[src/rtl/opr_pkg.sv]
package opr_pkg;
  localparam int WORD_W = 18;
  localparam int XR_W   = 14;
  localparam int XR_LO  = WORD_W - XR_W;
  localparam int FILL_W = XR_LO + 1;
  localparam int NSTEP  = 4;

  typedef logic [0:WORD_W-1]     word_t;
  typedef logic [XR_LO:WORD_W-1] xr_t;

  // instruction bit positions (bit 0 is the most significant)
  localparam int B_OPA = 0;
  localparam int B_OPB = 1;
  localparam int B_CLA = 2;
  localparam int B_AMB = 3;
  localparam int B_XMB = 9;
  localparam int B_MBL = 10;
  localparam int B_LMB = 11;
  localparam int B_MBX = 12;
  localparam int B_SHF = 13;
  localparam int B_COM = 14;
  localparam int B_PAD = 15;
  localparam int B_CRY = 16;
  localparam int B_LGC = 17;

  typedef struct packed {
    logic cla;
    logic amb;
    logic xmb;
    logic mbl;
    logic lmb;
    logic mbx;
    logic shf;
    logic com;
    logic pad;
    logic cry;
    logic lgc;
  } ctl_t;

  function automatic word_t ones_add(input word_t a, input word_t b);
    logic [WORD_W:0] s;
    s = {1'b0, a} + {1'b0, b};
    return word_t'(s[WORD_W-1:0] + {{(WORD_W-1){1'b0}}, s[WORD_W]});
  endfunction

  // carry digits of a partially added AC: restores the full sum
  function automatic word_t carry_fold(input word_t acc, input word_t m);
    return ones_add(acc ^ m, m);
  endfunction

  function automatic word_t rot_right(input word_t w);
    return {w[WORD_W-1], w[0:WORD_W-2]};
  endfunction

  function automatic word_t ash_right(input word_t w);
    return {w[0], w[0:WORD_W-2]};
  endfunction

  function automatic word_t xr_widen(input xr_t x);
    return {{FILL_W{x[XR_LO]}}, x[XR_LO+1:WORD_W-1]};
  endfunction

  function automatic xr_t xr_narrow(input word_t m);
    return {m[0], m[XR_LO+1:WORD_W-1]};
  endfunction
endpackage

[src/rtl/opr_decode.sv]
module opr_decode
  import opr_pkg::*;
(
  input  word_t w,
  output logic  is_op,
  output ctl_t  ctl
);
  always_comb begin
    is_op   = w[B_OPA] & w[B_OPB];
    ctl.cla = w[B_CLA];
    ctl.amb = w[B_AMB];
    ctl.xmb = w[B_XMB];
    ctl.mbl = w[B_MBL];
    ctl.lmb = w[B_LMB];
    ctl.mbx = w[B_MBX];
    ctl.shf = w[B_SHF];
    ctl.com = w[B_COM];
    ctl.pad = w[B_PAD];
    ctl.cry = w[B_CRY];
    ctl.lgc = w[B_LGC];
  end
endmodule

[src/rtl/opr_seq.sv]
module opr_seq
  import opr_pkg::*;
(
  input  logic             clk,
  input  logic             rst_n,
  input  logic             accept,
  output logic [NSTEP-1:0] stp,
  output logic             busy,
  output logic             done
);
  always_ff @(posedge clk) begin
    if (!rst_n) begin
      stp  <= '0;
      done <= 1'b0;
    end else begin
      stp  <= {stp[NSTEP-2:0], accept};
      done <= stp[NSTEP-1];
    end
  end

  assign busy = |stp;

  assert_step_onehot_R3: assert property (@(posedge clk) disable iff (!rst_n)
    $onehot0(stp));
  assert_accept_starts_R3: assert property (@(posedge clk) disable iff (!rst_n)
    accept |=> stp[0]);
  assert_done_follows_R3: assert property (@(posedge clk) disable iff (!rst_n)
    stp[NSTEP-1] |=> done && !busy);
  assert_done_single_R3: assert property (@(posedge clk) disable iff (!rst_n)
    done |=> !done);
endmodule

[src/rtl/opr_acc.sv]
module opr_acc
  import opr_pkg::*;
#(
  parameter bit ROTATE = 1'b1
) (
  input  logic             clk,
  input  logic             rst_n,
  input  logic [NSTEP-1:0] stp,
  input  ctl_t             ctl,
  input  word_t            mbr,
  output word_t            ac
);
  word_t carried, shifted, step4_val;

  assign carried = ctl.cry ? carry_fold(ac, mbr) : ac;

  generate
    if (ROTATE) begin : g_rot
      assign shifted = rot_right(carried);
    end else begin : g_ash
      assign shifted = ash_right(carried);
    end
  endgenerate

  assign step4_val = ctl.shf ? shifted : carried;

  always_ff @(posedge clk) begin
    if (!rst_n)
      ac <= '0;
    else if (stp[0] && ctl.cla)
      ac <= '0;
    else if (stp[1] && ctl.com)
      ac <= ~ac;
    else if (stp[2] && ctl.pad)
      ac <= ac ^ mbr;
    else if (stp[3] && (ctl.cry || ctl.shf))
      ac <= step4_val;
  end

  assert_clear_R4: assert property (@(posedge clk) disable iff (!rst_n)
    stp[0] && ctl.cla |=> ac == '0);
  assert_complement_R5: assert property (@(posedge clk) disable iff (!rst_n)
    stp[1] && ctl.com |=> ac == ~$past(ac));
  assert_idle_hold_R2: assert property (@(posedge clk) disable iff (!rst_n)
    stp == '0 |=> $stable(ac));
endmodule

[src/rtl/opr_xfer.sv]
module opr_xfer
  import opr_pkg::*;
#(
  parameter bit LOGIC_OR = 1'b1
) (
  input  logic             clk,
  input  logic             rst_n,
  input  logic [NSTEP-1:0] stp,
  input  ctl_t             ctl,
  input  logic             busy,
  input  word_t            ac,
  input  logic             mbr_wr,
  input  word_t            mbr_wdata,
  output word_t            mbr,
  output word_t            lr,
  output xr_t              xr
);
  word_t merged, step1_val;
  logic  load_ok;

  generate
    if (LOGIC_OR) begin : g_or
      assign merged = lr | mbr;
    end else begin : g_and
      assign merged = lr & mbr;
    end
  endgenerate

  assign step1_val = (ctl.amb ? ac : '0) | (ctl.xmb ? xr_widen(xr) : '0);
  assign load_ok   = mbr_wr && !busy;

  always_ff @(posedge clk) begin
    if (!rst_n)
      mbr <= '0;
    else if (load_ok)
      mbr <= mbr_wdata;
    else if (stp[0] && (ctl.amb || ctl.xmb))
      mbr <= step1_val;
    else if (stp[1] && ctl.lgc)
      mbr <= merged;
    else if (stp[1] && ctl.lmb)
      mbr <= lr;
  end

  always_ff @(posedge clk) begin
    if (!rst_n)
      lr <= '0;
    else if (stp[1] && ctl.mbl)
      lr <= mbr;
  end

  always_ff @(posedge clk) begin
    if (!rst_n)
      xr <= '0;
    else if (stp[2] && ctl.mbx)
      xr <= xr_narrow(mbr);
  end

  assert_swap_R5: assert property (@(posedge clk) disable iff (!rst_n)
    stp[1] && ctl.lmb && ctl.mbl && !ctl.lgc |=> mbr == $past(lr) && lr == $past(mbr));
  assert_xr_hold_R7: assert property (@(posedge clk) disable iff (!rst_n)
    !(stp[2] && ctl.mbx) |=> $stable(xr));
  assert_busy_write_R11: assert property (@(posedge clk) disable iff (!rst_n)
    busy && !(stp[0] && (ctl.amb || ctl.xmb)) && !(stp[1] && (ctl.lgc || ctl.lmb))
    |=> $stable(mbr));
endmodule

[src/rtl/opr_datapath.sv]
module opr_datapath
  import opr_pkg::*;
#(
  parameter bit ROTATE   = 1'b1,
  parameter bit LOGIC_OR = 1'b1
) (
  input  logic  clk,
  input  logic  rst_n,
  input  logic  start,
  input  word_t instr,
  input  logic  mbr_wr,
  input  word_t mbr_wdata,
  output word_t ac,
  output word_t mbr,
  output word_t lr,
  output xr_t   xr,
  output logic  busy,
  output logic  done
);
  logic             is_op, accept;
  ctl_t             ctl_in, ctl_q;
  logic [NSTEP-1:0] stp;

  opr_decode u_decode (
    .w     (instr),
    .is_op (is_op),
    .ctl   (ctl_in)
  );

  assign accept = start && is_op && !busy;

  always_ff @(posedge clk) begin
    if (!rst_n)
      ctl_q <= '0;
    else if (accept)
      ctl_q <= ctl_in;
  end

  opr_seq u_seq (
    .clk    (clk),
    .rst_n  (rst_n),
    .accept (accept),
    .stp    (stp),
    .busy   (busy),
    .done   (done)
  );

  opr_acc #(.ROTATE(ROTATE)) u_acc (
    .clk   (clk),
    .rst_n (rst_n),
    .stp   (stp),
    .ctl   (ctl_q),
    .mbr   (mbr),
    .ac    (ac)
  );

  opr_xfer #(.LOGIC_OR(LOGIC_OR)) u_xfer (
    .clk       (clk),
    .rst_n     (rst_n),
    .stp       (stp),
    .ctl       (ctl_q),
    .busy      (busy),
    .ac        (ac),
    .mbr_wr    (mbr_wr),
    .mbr_wdata (mbr_wdata),
    .mbr       (mbr),
    .lr        (lr),
    .xr        (xr)
  );

  assert_reject_R2: assert property (@(posedge clk) disable iff (!rst_n)
    start && !is_op && !busy |=> !busy);
  assert_ignore_busy_start_R12: assert property (@(posedge clk) disable iff (!rst_n)
    busy && !stp[NSTEP-1] |=> $stable(ctl_q));
endmodule

[config.mk]
export PLATFORM = sky130hd
export DESIGN_NAME = opr_datapath
export DESIGN_NICKNAME = d
export VERILOG_FILES = /design/src/rtl/opr_pkg.sv /design/src/rtl/opr_decode.sv /design/src/rtl/opr_seq.sv /design/src/rtl/opr_acc.sv /design/src/rtl/opr_xfer.sv /design/src/rtl/opr_datapath.sv
export SDC_FILE = /design/constraint.sdc
export NUM_CORES = 1
export LEC_CHECK = 0
export ABC_AREA = 1
export BUFFER_PORTS_ARGS = -buffer_cell sky130_fd_sc_hd__buf_2
export CAP_MARGIN = 20
export CORE_AREA = 3 3 117 147
export CTS_CLUSTER_SIZE = 16
export DETAILED_ROUTE_END_ITERATION = 7
export DIE_AREA = 0 0 120 150
export HOLD_SLACK_MARGIN = 0.08
export PLACE_DENSITY_LB_ADDON = 0.2
export SYNTH_ARGS = -nofsm -noshare
export SYNTH_HDL_FRONTEND = slang
export SYNTH_HIERARCHICAL = 1
export SYNTH_SLANG_ARGS = --single-unit
[constraint.sdc]
create_clock -name clk -period 3.85 [get_ports clk]
set_clock_uncertainty 0.05 [all_clocks]
set_input_delay 0.1925 -clock clk [delete_from_list [all_inputs] [get_ports clk]]
set_output_delay 0.1925 -clock clk [all_outputs]
set_load 0.02 [all_outputs]
==> results list, run 1 <==
- Status: finished, final reports clean
- For this block, the initial DRC count from the detailed router was between 600 and 700.
- Final instance area: approximately 8400 µm²
* Worst hold slack after final layout: 0.165 ns
* Maximum clock rate: 277 MHz
* Count of H-tree levels built during CTS: 3
* Worst Path Arrival: approximately 3.8 ns
- Routability-driven placement congestion ratio: roughly 0.91
- DRC violation count after routing: 0
- The cell sitting at the root of the clock tree is a sky130_fd_sc_hd__clkbuf_16.
- Clock latency on the worst-skew pair, taken at its later pin, is between 0.3 and 0.4 ns.
- The synthesized design devotes to its leading area cell type 23.7% of total area.
- Critical Path Slowest Stage Cell: sky130_fd_sc_hd__ha_1
- No sink is reached through more buffers than the 2 on the longest clock path.
- Number of enable-type register cells in the synthesized netlist: 0
- Clk slew on worst S/H paths: 0.06 ns
- Clock buffer count from CTS: 9
- Overall die area: around 18000 µm²
- Number of nets in the synthesized netlist: approximately 1.3k
- The initial antenna violation count is 0.
- In this run the remaining antenna-violating nets after routing total 0.
* Proportion of register bits with asynchronous set or reset after synthesis: 0%
- The number of pins exceeding their max-slew limit in the final report is 0.
- After synthesis, the mean cell area works out to 5.83 µm².
* Length of the first detailed-routing pass in iterations: 5
- DR vias/cell: a little over 5
- In the post-synthesis netlist, the cell with the most instances is sky130_fd_sc_hd__nand2_1.
* Total number of yosys warnings: 6
* Synthesized area: 7100 µm²
- The via count of the first global-routing pass was 7120.
* Overflow left after global routing: 0
- Number of rows in the core area: 52
- CORE AREA: between 15000 and 20000 µm²
- Critical Path Fanout Max: 5
* Flops & latches, synth: 84
- Among the stages of the critical path, the cell type that occurs most often is sky130_fd_sc_hd__nand3_1.
- Start-to-end type of the worst setup path: reg2reg
* Final WL: about 23000 µm
* Detail Placement HPWL: 17100 µm
* Required time reported for the critical path endpoint: 4.02 ns
- Peak supply drop: 0.199 mV
* Diode count: 0
- For this run, the slowest stage of the critical path takes around 0.33 ns.
* TritonCTS clock tree: yes
* Type of origin of the critical path: flop
- Count of filler cells inserted in the layout: 1748
* Relative slew slack: roughly two fifths
- The number of placed instances, taps included, is approximately 1.5k.
- Synth Flop Type: sky130_fd_sc_hd__dfxtp_1
- GR Util All Layers: roughly 25%
- The setup check on the worst reg-to-reg path leaves a slack of between 0.2 and 0.25 ns.
* Cell types with the highest counts after synthesis: sky130_fd_sc_hd__nand2_1 (408), sky130_fd_sc_hd__inv_1 (154), sky130_fd_sc_hd__nor2_1 (105)
- Count of mapped cells out of synthesis: approximately 1.2k
* Post-DP Area: between 7000 and 8000 µm²
* Largest net degree at the start of global routing: a little under 70
- Area grow syn2layout: 18.9%
- Horizontal die dimension: around 120 µm
- Effective utilization at floorplan: 44.2%
- For this run, the register share of the synthesized area comes to 23.7%.
- Number of failing hold endpoints at the final stage: 0
- Number of placed I/O pins: 110
- The post-route netlist has between 20% and 30% of its cells at a drive strength greater than 1.
- Number of distinct standard cells referenced by the synthesized netlist: 43
- In this run the tool buffered the top-level ports with about 100 buffer cells.
- The path class of the tightest hold or removal check is in2reg.
- The finished layout holds 1560 standard cells, fillers aside.
- CTS saw 84 sinks.
* Routed wire length per instance: 14.7 µm
- Count of vias placed by the detailed router: 7937
- The synthesized design spends more area on one cell type than any other, namely sky130_fd_sc_hd__dfxtp_1.
* Final Cycle Share: between 90% and 100%
* Number of setup violations in the final report: 0
- Max Cap Viol: 0
* Number of nets at the end of the flow: roughly 1.4k
- Worst setup EP type: flop
- For the pin with the worst max-slew slack, the measured transition is just over 0.9 ns.
- The critical path contains buffers and inverters numbering 3 combined.
- Post-route minimum period: approximately 3.6 ns
- Pwr Density: 296 nW/µm²
* Static leakage: 4.43 nW
- Broken down by cell family, the worst path's largest delay share belongs to simple AND/OR/NAND/NOR gates.
- By area the synthesized netlist is led by sky130_fd_sc_hd__dfxtp_1 (24%), sky130_fd_sc_hd__nand2_1 (22%), sky130_fd_sc_hd__inv_1 (8.1%).
- Global-route wire length before repair: around 36000 µm
- Die Span Y: roughly 150 µm
[power breakdown]
part | switching [W] | total [W] | internal (W)
Combinational | 0.000460 | 0.000704 | 0.000244
Sequential | 0.0000367 | 0.000930 | 0.000893
Clock | 0.000359 | 0.000862 | 0.000503
Total | 0.000856 | 0.00250 | 0.00164
[registers in the layout, summed over array words and instances, names as in the netlist]
| register | count |
|---|---|
| u_xfer/lr | 18 |
| u_seq/stp | 4 |
| u_xfer/mbr | 18 |
| u_xfer/xr | 14 |
| u_seq/done | 1 |
| u_acc/ac | 18 |
| ctl_q | 11 |
[what timing repair did]
action / 4_1_cts / 5_1_grt
hold buffers: 11 / 0
gates resized for setup: 0 / 25
endpoints found under the setup margin: 0 / 13
setup buffers: 0 / 8
hold endpoints to repair: 11 / 0
[cell usage in the layout (no fill, tap or decap), types with 39 or more instances in the layout]
master	n
sky130_fd_sc_hd__a21oi_1	80
sky130_fd_sc_hd__inv_1	153
sky130_fd_sc_hd__nand2_1	402
sky130_fd_sc_hd__buf_4	51
sky130_fd_sc_hd__nor2_1	103
sky130_fd_sc_hd__dfxtp_1	80
sky130_fd_sc_hd__o21ai_1	41
sky130_fd_sc_hd__nand2_2	39
sky130_fd_sc_hd__buf_2	104
sky130_fd_sc_hd__nand3_1	91
[final timing paths]
kind                                      end  cells after the start    startpoint
worst max register to register   u_acc/ac[13]                     26  u_acc/ac[10]
worst min register to register     u_seq/done                      2  u_seq/stp[3]
worst max-delay path             u_acc/ac[13]                     26  u_acc/ac[10]
worst min-delay path            u_xfer/mbr[1]                      5  mbr_wdata[1]
[worst reg2reg max path, stage by stage (launching register included)]
cell and delay (ns):
sky130_fd_sc_hd__dfxtp_1 0.32, sky130_fd_sc_hd__inv_1 0.07, sky130_fd_sc_hd__ha_1 0.33, sky130_fd_sc_hd__inv_1 0.11
sky130_fd_sc_hd__nand2_1 0.07, sky130_fd_sc_hd__nand2_2 0.06, sky130_fd_sc_hd__buf_4 0.13, sky130_fd_sc_hd__nand3_1 0.07
sky130_fd_sc_hd__nand2_1 0.10, sky130_fd_sc_hd__a21oi_1 0.14, sky130_fd_sc_hd__nand2_2 0.12, sky130_fd_sc_hd__nand3_1 0.10
sky130_fd_sc_hd__nand2_2 0.14, sky130_fd_sc_hd__ha_1 0.16, sky130_fd_sc_hd__nand3_1 0.11, sky130_fd_sc_hd__nor2_2 0.16
sky130_fd_sc_hd__nand2_2 0.10, sky130_fd_sc_hd__nor2_4 0.15, sky130_fd_sc_hd__nand3_4 0.10, sky130_fd_sc_hd__nor2_4 0.16
sky130_fd_sc_hd__nand3_2 0.10, sky130_fd_sc_hd__nor2_1 0.10, sky130_fd_sc_hd__nor2_1 0.04, sky130_fd_sc_hd__o21ai_1 0.17
sky130_fd_sc_hd__nand3_1 0.11, sky130_fd_sc_hd__nand3_1 0.12, sky130_fd_sc_hd__a21oi_1 0.09
[per-stage QoR]
step	TNS (ns)	util, %	worst slack, ns	total power, W
global placement	0	49.1	0.223	0.00160
finish	0	52.5	0.240	0.00250
CTS	0	51.6	0.0766	0.00248
global route	-0.0834	52.5	-0.0457	0.00263
detailed placement	0	49.1	0.102	0.00161
floorplan	0	-	0.515	0.00142
[cell type report]
class | count | area, µm² | share of cell area, %
multi-input cells | 909 | 4540 | 53.8
flip-flops and latches | 84 | 1690 | 20.0
repair buffers | 166 | 1010 | 12.0
inverters | 169 | 634 | 7.51
well taps | 216 | 270 | 3.20
clock buffers | 10 | 229 | 2.71
clock inverters | 6 | 63.8 | 0.756
[metal layers]
| metal | wire (µm) | global-route usage (%) |
|---|---|---|
| met5 | 0 | 0 |
| met4 | 516 | 9.11 |
| met3 | 1330 | 2.19 |
| met2 | 10700 | 41.4 |
| met1 | 10300 | 34.2 |
[kinds of logic (layout without fill, tap and decap cells)]
family / Yosys count / after routing / share of synthesized area [%]
xor gates and xnor gates: 7 / 7 / 1.18
buffers and inverters: 225 / 351 / 13.5
and+or+nand+nor: 686 / 686 / 42.4
AOI/OAI and AO/OA: 195 / 195 / 15.5
DFF: 84 / 84 / 23.7
muxes: 2 / 2 / 0.282
adders and majority gates: 19 / 19 / 3.35
Power figures use the tool's default switching activity.
==> run 2, diff against run 1 <==
CORE_AREA = 4 4 118 148   (was 3 3 117 147)
DIE_AREA = 0 0 122 152   (was 0 0 120 150)
==> run 2 against run 1 <==
Core utilization shrank 0.42 points. Clock power shrank 2%. Critical path depth is the same. Final area shrank 0.80%. Via count shrank 0.21%. Non-clock buffer count shrank 6. Critical endpoint unchanged. Largest cell class unchanged. Largest power group unchanged.
==> results list, run 2 (synthesized netlist as in run 1, its figures left out) <==
- Max Cap Viol: 0
* DR vias/cell: 5.10
* Critical Path Fanout Max: 4
- In the final layout, the registers with the most flip-flops are u_acc/ac (18), u_xfer/lr (18), u_xfer/mbr (18).
* Peak supply drop: roughly 0.23 mV
- Input and output buffers added on the ports amount to between 100 and 150.
* Detail Placement HPWL: ~17000 µm
* Most common cell after layout, fill and taps aside: sky130_fd_sc_hd__nand2_1
- Timing would allow up to 278 MHz.
- The flow ran to the end, and the final reports show no timing, DRC or antenna violations.
- Number of placed I/O pins: 110
* CP endpoint: u_acc/ac[13]
* Largest net degree at the start of global routing: 68
* Area grow syn2layout: 18.0%
- The final layout contains roughly 1.4k nets.
* Relative slew slack: 37.1%
- CTS built an H-tree with a depth of 3.
- Routed wire length per instance: 14.7 µm
- Number of rows in the core area: 52
- Clock buffer count from CTS: 9
- Logic depth of the worst register-to-register path: 26
- TritonCTS built the clock tree.
* Number of setup violations in the final report: 0
* Worst setup EP type: flop
* Pwr Density: slightly below 300 nW/µm²
* Final WL: about 23000 µm
* Post-route minimum period: between 3 and 4 ns
* Required time reported for the critical path endpoint: 4.03 ns
- The layout has roughly 1.8k filler cells.
* Type of the tightest min-delay check: in2reg
* Static leakage: ~4.4 nW
- Number of global-route vias before repair: about 7.3k
- The routed layout has between 7k and 8k vias.
- Clk slew on worst S/H paths: around 0.070 ns
- Clock latency reported for the late side of the worst-skew pair: 0.34 ns
* Type of origin of the critical path: flop
- In this run the critical register-to-register path is launched from u_acc/ac[12].
* Routability-driven placement congestion ratio: about 0.94
- Initial drt markers: 677
- In the global route stage, overall resource usage came out at between 20% and 30%.
- Area used by multi-input combinational logic: 4530 µm²
* Ratio of cells with drive above 1 in the final layout: 20.3%
- The worst setup path is of the reg2reg kind.
* End of the worst register-to-register path: u_acc/ac[13]
* Longest Clk Path Bufs: 2
- Worst-Margin Slew: between 0.9 and 1 ns
- In the layout the commonest cells are sky130_fd_sc_hd__nand2_1 (407), sky130_fd_sc_hd__inv_1 (153), sky130_fd_sc_hd__buf_2 (104).
* Initial antenna violation count: 0
* Overall die area: about 19000 µm²
- Summed over all layers, the global routing overflow is 0.
* Pre-CTS setup slack: 0.116 ns
- Worst setup startpoint: u_acc/ac[12]
- In the routed design, unresolved DRC markers number 0.
- The number of antenna diodes in the final layout is 0.
- Register-to-Register Setup Slack: 0.26 ns
* Horizontal die dimension: 122 µm
- CORE AREA: approximately 16000 µm²
* Max-slew violation count: 0
* Global-route wire length before repair: between 30000 and 40000 µm
* Die Span Y: approximately 150 µm
- Clock tree synthesis selected as its root buffer the cell sky130_fd_sc_hd__clkbuf_16.
- Once detail routing completed, the nets flagged for antenna violations numbered 0.
- Length of the first detailed-routing pass in iterations: 5
- Worst hold slack after final layout: around 0.17 ns
- Post-route worst setup slack: 0.258 ns
- Final Cycle Share: between 90% and 100%
* Number of failing hold endpoints at the final stage: 0
- For the worst setup path, the data arrival time is approximately 3.8 ns.
- The initial utilization of the core area, before any placement, comes to about 44%.
- TritonCTS sink count: 84
* Sequential cell area: 1690 µm²
-- run 2: changes by cell type in the layout (fill, tap and decap cells not counted), sizes merged --
cell / previous run / this run
buf: 155 / 149
bufinv: 1 / 0
clkbuf: 10 / 9
clkinv: 5 / 6
inv: 167 / 168
-- run 2: how the worst min path moves through the flow --
stage	start	end	cells past startpoint
floorplan	rst_n	u_seq/done	2
global placement	instr[4]	ctl_q[4]	3
detailed placement	instr[4]	ctl_q[4]	3
CTS	mbr_wdata[1]	u_xfer/mbr[1]	5
global route	mbr_wdata[1]	u_xfer/mbr[1]	5
finish	mbr_wdata[17]	u_xfer/mbr[17]	5
-- run 2: power breakdown --
group          switching [W]  internal, W
Combinational       0.000455     0.000234
Clock               0.000396     0.000448
Sequential         0.0000378     0.000893
-- run 2: area by class of cell --
cell class / count / share of cell area [%]
flip-flops and latches: 84 / 20.1
multi-input cells: 909 / 54.1
clock inverters: 7 / 0.732
clock buffers: 9 / 2.69
repair buffers: 160 / 11.6
inverters: 169 / 7.57
well taps: 216 / 3.23
-- run 2: routing by layer --
layer / share of wire [%] / GRT usage (%) / wire (µm)
met5: 0 / 0 / 0
met4: 2.3 / 8.49 / 531
met2: 47 / 39.0 / 10700
met3: 5.6 / 2.45 / 1270
met1: 46 / 34.9 / 10400
-- run 2: worst max-delay path: stages (launching register included) --
cell                      delay, ns
sky130_fd_sc_hd__dfxtp_1       0.35
sky130_fd_sc_hd__inv_2         0.05
sky130_fd_sc_hd__ha_1          0.34
sky130_fd_sc_hd__inv_2         0.09
sky130_fd_sc_hd__nand2_1       0.06
sky130_fd_sc_hd__nand2_1       0.12
sky130_fd_sc_hd__nand2_1       0.11
sky130_fd_sc_hd__nor2_1        0.14
sky130_fd_sc_hd__and2_1        0.14
sky130_fd_sc_hd__nand2_1       0.08
sky130_fd_sc_hd__nand2_1       0.10
sky130_fd_sc_hd__nand3_1       0.09
sky130_fd_sc_hd__nand2_2       0.14
sky130_fd_sc_hd__ha_1          0.16
sky130_fd_sc_hd__nand3_1       0.11
sky130_fd_sc_hd__nor2_2        0.16
sky130_fd_sc_hd__nand2_2       0.11
sky130_fd_sc_hd__nor2_4        0.13
sky130_fd_sc_hd__nand3_4       0.11
sky130_fd_sc_hd__nor2_4        0.16
sky130_fd_sc_hd__nand3_2       0.09
sky130_fd_sc_hd__nor2_1        0.10
sky130_fd_sc_hd__nor2_1        0.07
sky130_fd_sc_hd__o21ai_2       0.11
sky130_fd_sc_hd__nand3_1       0.10
sky130_fd_sc_hd__nand3_1       0.12
sky130_fd_sc_hd__a21oi_1       0.06
-- run 2: through the flow --
stage	cells	area, µm²	utilization [%]	TNS [ns]	power, W
floorplan	1218	7100	-	0	0.00142
global placement	1523	7870	49.0	0	0.00160
detailed placement	1523	7870	49.0	0	0.00160
CTS	1550	8270	51.5	0	0.00245
global route	1554	8380	52.1	-0.0270	0.00260
finish	1554	8380	52.1	0	0.00246
-- run 2: repair_timing --
item	CTS	global route
buffers inserted	0	4
gates resized for setup	0	20
endpoints found under the setup margin	0	13
hold buffers	11	0
hold endpoints to repair	11	0
==> run 3, diff against run 2 <==
ABC_AREA = default   (was 1)
CORE_AREA = 4 4 111 139   (was 4 4 118 148)
DIE_AREA = 0 0 115 143   (was 0 0 122 152)
==> run 3 against run 2 <==
The flow now finishes with violations (setup timing). Critical path depth down 11. Worst hold slack worse by 0.082 ns. Clock-buffer cell count up 3.
==> results list, run 3 <==
- Cell types with the highest counts after synthesis: sky130_fd_sc_hd__nand2_1 (146), sky130_fd_sc_hd__dfxtp_1 (84), sky130_fd_sc_hd__a21oi_1 (58)
- The initial antenna violation count was 0.
- Maximum single-stage delay on the critical path: about 0.63 ns
* DRC violation count after routing: 0
* Cell count of the worst hold path: 3
* Pre-CTS setup slack: -0.206 ns
* Worst hold slack after final layout: ~0.085 ns
* Required time reported for the critical path endpoint: 4.01 ns
* Seq pwr share: 34.1%
- In this run the register-to-register setup slack is -0.06 ns.
* Post-synthesis mux area share: between 7 and 8%
- The initial utilization of the core area, before any placement, comes to about 44%.
- STA classifies the critical path startpoint as a flop.
- Longest Clk Path Bufs: 2
- The critical path goes through inv_2 -> ha_4 -> xor2_4 -> o31a_1 -> o31a_1 -> o21a_1 -> buf_4 -> buf_4 -> xnor2_1 -> and4bb_2 -> and4bb_1 -> xnor2_1 -> mux2_1 -> o211ai_2 -> o21ai_1.
- Type of the tightest min-delay check: in2reg
- Total number of yosys warnings: 6
* Power Internal: about 0.0018 W
- Once placement finished, the instance area stood at around 7600 µm².
- Clock-pin slew was measured on the worst setup and hold paths at approximately 0.070 ns.
- Switching part of the total power: 31.2%
- Post-route minimum period: approximately 3.9 ns
- The floorplan has between 40 and 50 rows.
* Number of nets at the end of the flow: 1022
* Number of port buffers: approximately 100
* Maximum clock rate: 256 MHz
- Setup repair after global routing missed its margin: yes
* Number of enable-type register cells in the synthesized netlist: 0
- For this run, the register share of the synthesized area comes to 26.9%.
* Buffer type at the clock tree root: sky130_fd_sc_hd__clkbuf_16
* Sum of negative setup slack: -0.0785 ns
- After Yosys synthesis, and, or, nand and nor cells account for approximately a fifth of the synthesized area.
- Final Cycle Share: 102%
* Sequential cell area: between 1500 and 2000 µm²
- The clock network is responsible for 38.1% of the overall power.
- Power dissipated by switching net loads: approximately 0.00084 W
- Synth Flop Type: sky130_fd_sc_hd__dfxtp_1
- The largest total area in the synthesized netlist belongs to sky130_fd_sc_hd__dfxtp_1.
- Number of global-route vias before repair: 6549
* Final WL: approximately 22000 µm
* Count of H-tree levels built during CTS: 3
- Leaving out fill and tap cells, the most frequent cell in the layout is sky130_fd_sc_hd__nand2_1.
* GRT met2 Usage: 48.2%
- Number of placed I/O pins: 110
- The synthesized design contains between 80 and 90 register bits.
- Max-cap violations in this run came to 0.
- IR analysis of the VDD net gives a maximum drop of 0.252 mV.
- Status: complete, but fails checks
- Combinational family with the most area after synthesis: compound AO/OA/AOI/OAI gates
* Failing checks: setup timing
- Overall die area: approximately 16000 µm²
- Routed wire length per instance: 19.5 µm
* Critical Path Slowest Stage Cell: sky130_fd_sc_hd__xnor2_1
* Synth top area share: around 27%
* Cell types with the largest area share after synthesis: sky130_fd_sc_hd__dfxtp_1 (27%), sky130_fd_sc_hd__nand2_1 (8.8%), sky130_fd_sc_hd__mux2i_1 (5.3%)
* Max-slew violation count: 0
- Post-synthesis xor/xnor area fraction: ~7.4%
- For the worst flop-to-flop path, the logic depth is 15.
* Registers with the most flip-flops: u_acc/ac (18), u_xfer/lr (18), u_xfer/mbr (18)
* Horizontal die dimension: ~120 µm
- In this run, the number of DRC markers left after iteration 0 of detailed routing was between 400 and 500.
- Number of distinct standard cells referenced by the synthesized netlist: 75
- DR vias/cell: just under 6
- Combinational cells account for 27.8% of the total power.
- Commonest cells after routing, fill and taps aside: sky130_fd_sc_hd__nand2_1 (146), sky130_fd_sc_hd__buf_2 (104), sky130_fd_sc_hd__buf_4 (96)
- Length of the first detailed-routing pass in iterations: 5
- After Yosys synthesis, full adders, half adders and majority gates account for 3.80% of the synthesized area.
- Setup violations remaining at the end of the flow were counted as 3.
- In the synthesized netlist, the number of instances is approximately 790.
- The count of nets left with antenna violations once routing finished came out at 0.
* Global-route wire length before repair: 34400 µm
- Clock tree synthesis inserted a total of 9 buffers.
- GR Util met3: under 10%
- The congestion estimate from routability-driven global placement came to slightly below 1.
- CORE AREA: approximately 14000 µm²
- GR Util All Layers: approximately a quarter
- Met1 demand-to-capacity share in global routing: 30.6%
- The critical path is of the reg2reg type.
- Data on the critical path arrives at its endpoint at roughly 4.1 ns.
* Layer with the highest usage after global routing: met2
- Pwr Density: ~320 nW/µm²
- Entering global routing, the biggest net connects between 70 and 80 pins.
- Worst-Margin Slew: approximately 1.1 ns
- In the final layout, the multi-input gates occupy 4500 µm².
- Ratio of cells with drive above 1 in the final layout: 32.5%
- By instance count, the leading cell after synthesis is sky130_fd_sc_hd__nand2_1.
- Counting flops with an async set or reset pin after synthesis yields a share of 0%.
- The synthesized netlist devotes 28.7% of its cell area to compound gates.
* TritonCTS sink count: 84
- Count of vias placed by the detailed router: between 6k and 7k
- Dividing the synthesized area by the synthesized cell count gives between 7 and 8 µm².
- Worst setup EP type: flop
* Critical Path Fanout Max: 6
- The die is roughly 140 µm tall.
- Count of filler cells inserted in the layout: 1268
* Detail Placement HPWL: roughly 17000 µm
- Overflow left after global routing: 0
* Post-route worst setup slack: -0.0621 ns
- Diode count: 0
- Number of failing hold endpoints at the final stage: 0
- After routing the design area is around 8400 µm².
- The mapped netlist covers 6250 µm².
- Area grow syn2layout: 34.0%
* Static leakage: about 3.3 nW
- At the later pin of the worst-skew pair, clock insertion delay measures roughly 0.35 ns.
* TritonCTS clock tree: yes
* Relative slew slack: about a quarter
* Number of nets in the synthesized netlist: between 800 and 900
-- run 3: metal layers --
metal	share of wire, %	wire length [µm]
met5	0	0
met4	3.4	767
met3	5.8	1290
met2	52	11600
met1	39	8600
-- run 3: critical path, delay by kind of cell (launching register included) --
family | cells | cell delay (ns)
multiplexers | 1 | 0.36
flip-flops | 1 | 0.35
AO/OA/AOI/OAI | 5 | 0.94
buffers and inverters | 3 | 0.30
AND/OR/NAND/NOR | 2 | 0.56
adder cells (fa/ha/maj) | 1 | 0.23
XOR/XNOR | 3 | 1.00
-- run 3: per-stage QoR --
| step | util [%] | power [W] | std cells |
|---|---|---|---|
| floorplan | - | 0.00139 | 791 |
| global placement | 53.7 | 0.00160 | 1101 |
| detailed placement | 53.7 | 0.00162 | 1101 |
| CTS | 58.2 | 0.00266 | 1142 |
| global route | 58.9 | 0.00278 | 1146 |
| finish | 58.9 | 0.00268 | 1146 |
-- run 3: area by class of cell --
class | count | share of cell area [%]
repair buffers | 224 | 17.7
inverters | 24 | 1.08
well taps | 178 | 2.66
flip-flops and latches | 84 | 20.7
multi-input cells | 620 | 53.7
clock inverters | 4 | 0.926
clock buffers | 12 | 3.20
-- run 3: repair_timing --
| item | 4_1_cts | 5_1_grt |
|---|---|---|
| hold buffers | 23 | 0 |
| pin swaps | 6 | 15 |
| endpoints found under the hold margin | 23 | 0 |
| resized for setup | 7 | 13 |
| endpoints found under the setup margin | 12 | 15 |
| setup buffers | 2 | 4 |
-- run 3: power by group through the flow --
stage | Clock (W) | Combinational (W) | Sequential (W)
final | 0.00102 | 0.000745 | 0.000912
after detailed placement | 0 | 0.000687 | 0.000932
after CTS | 0.00103 | 0.000717 | 0.000912
after global placement | 0 | 0.000674 | 0.000931
after global routing | 0.00107 | 0.000800 | 0.000914
after floorplan | 0 | 0.000427 | 0.000965
-- run 3: cells by family (layout without fill, tap and decap cells) --
kind of cell | Yosys count | count (layout)
AOI/OAI and AO/OA | 254 | 254
xor gates and xnor gates | 51 | 51
adders and majority gates | 19 | 19
buffers and inverters | 87 | 264
DFF | 84 | 84
muxes | 43 | 43
and+or+nand+nor | 253 | 253
-- run 3: final timing paths --
kind / end / start
min reg2reg: ctl_q[6] / ctl_q[6]
max reg2reg: u_acc/ac[17] / u_acc/ac[9]
min: u_xfer/mbr[12] / mbr_wdata[12]
max: u_acc/ac[17] / u_acc/ac[9]
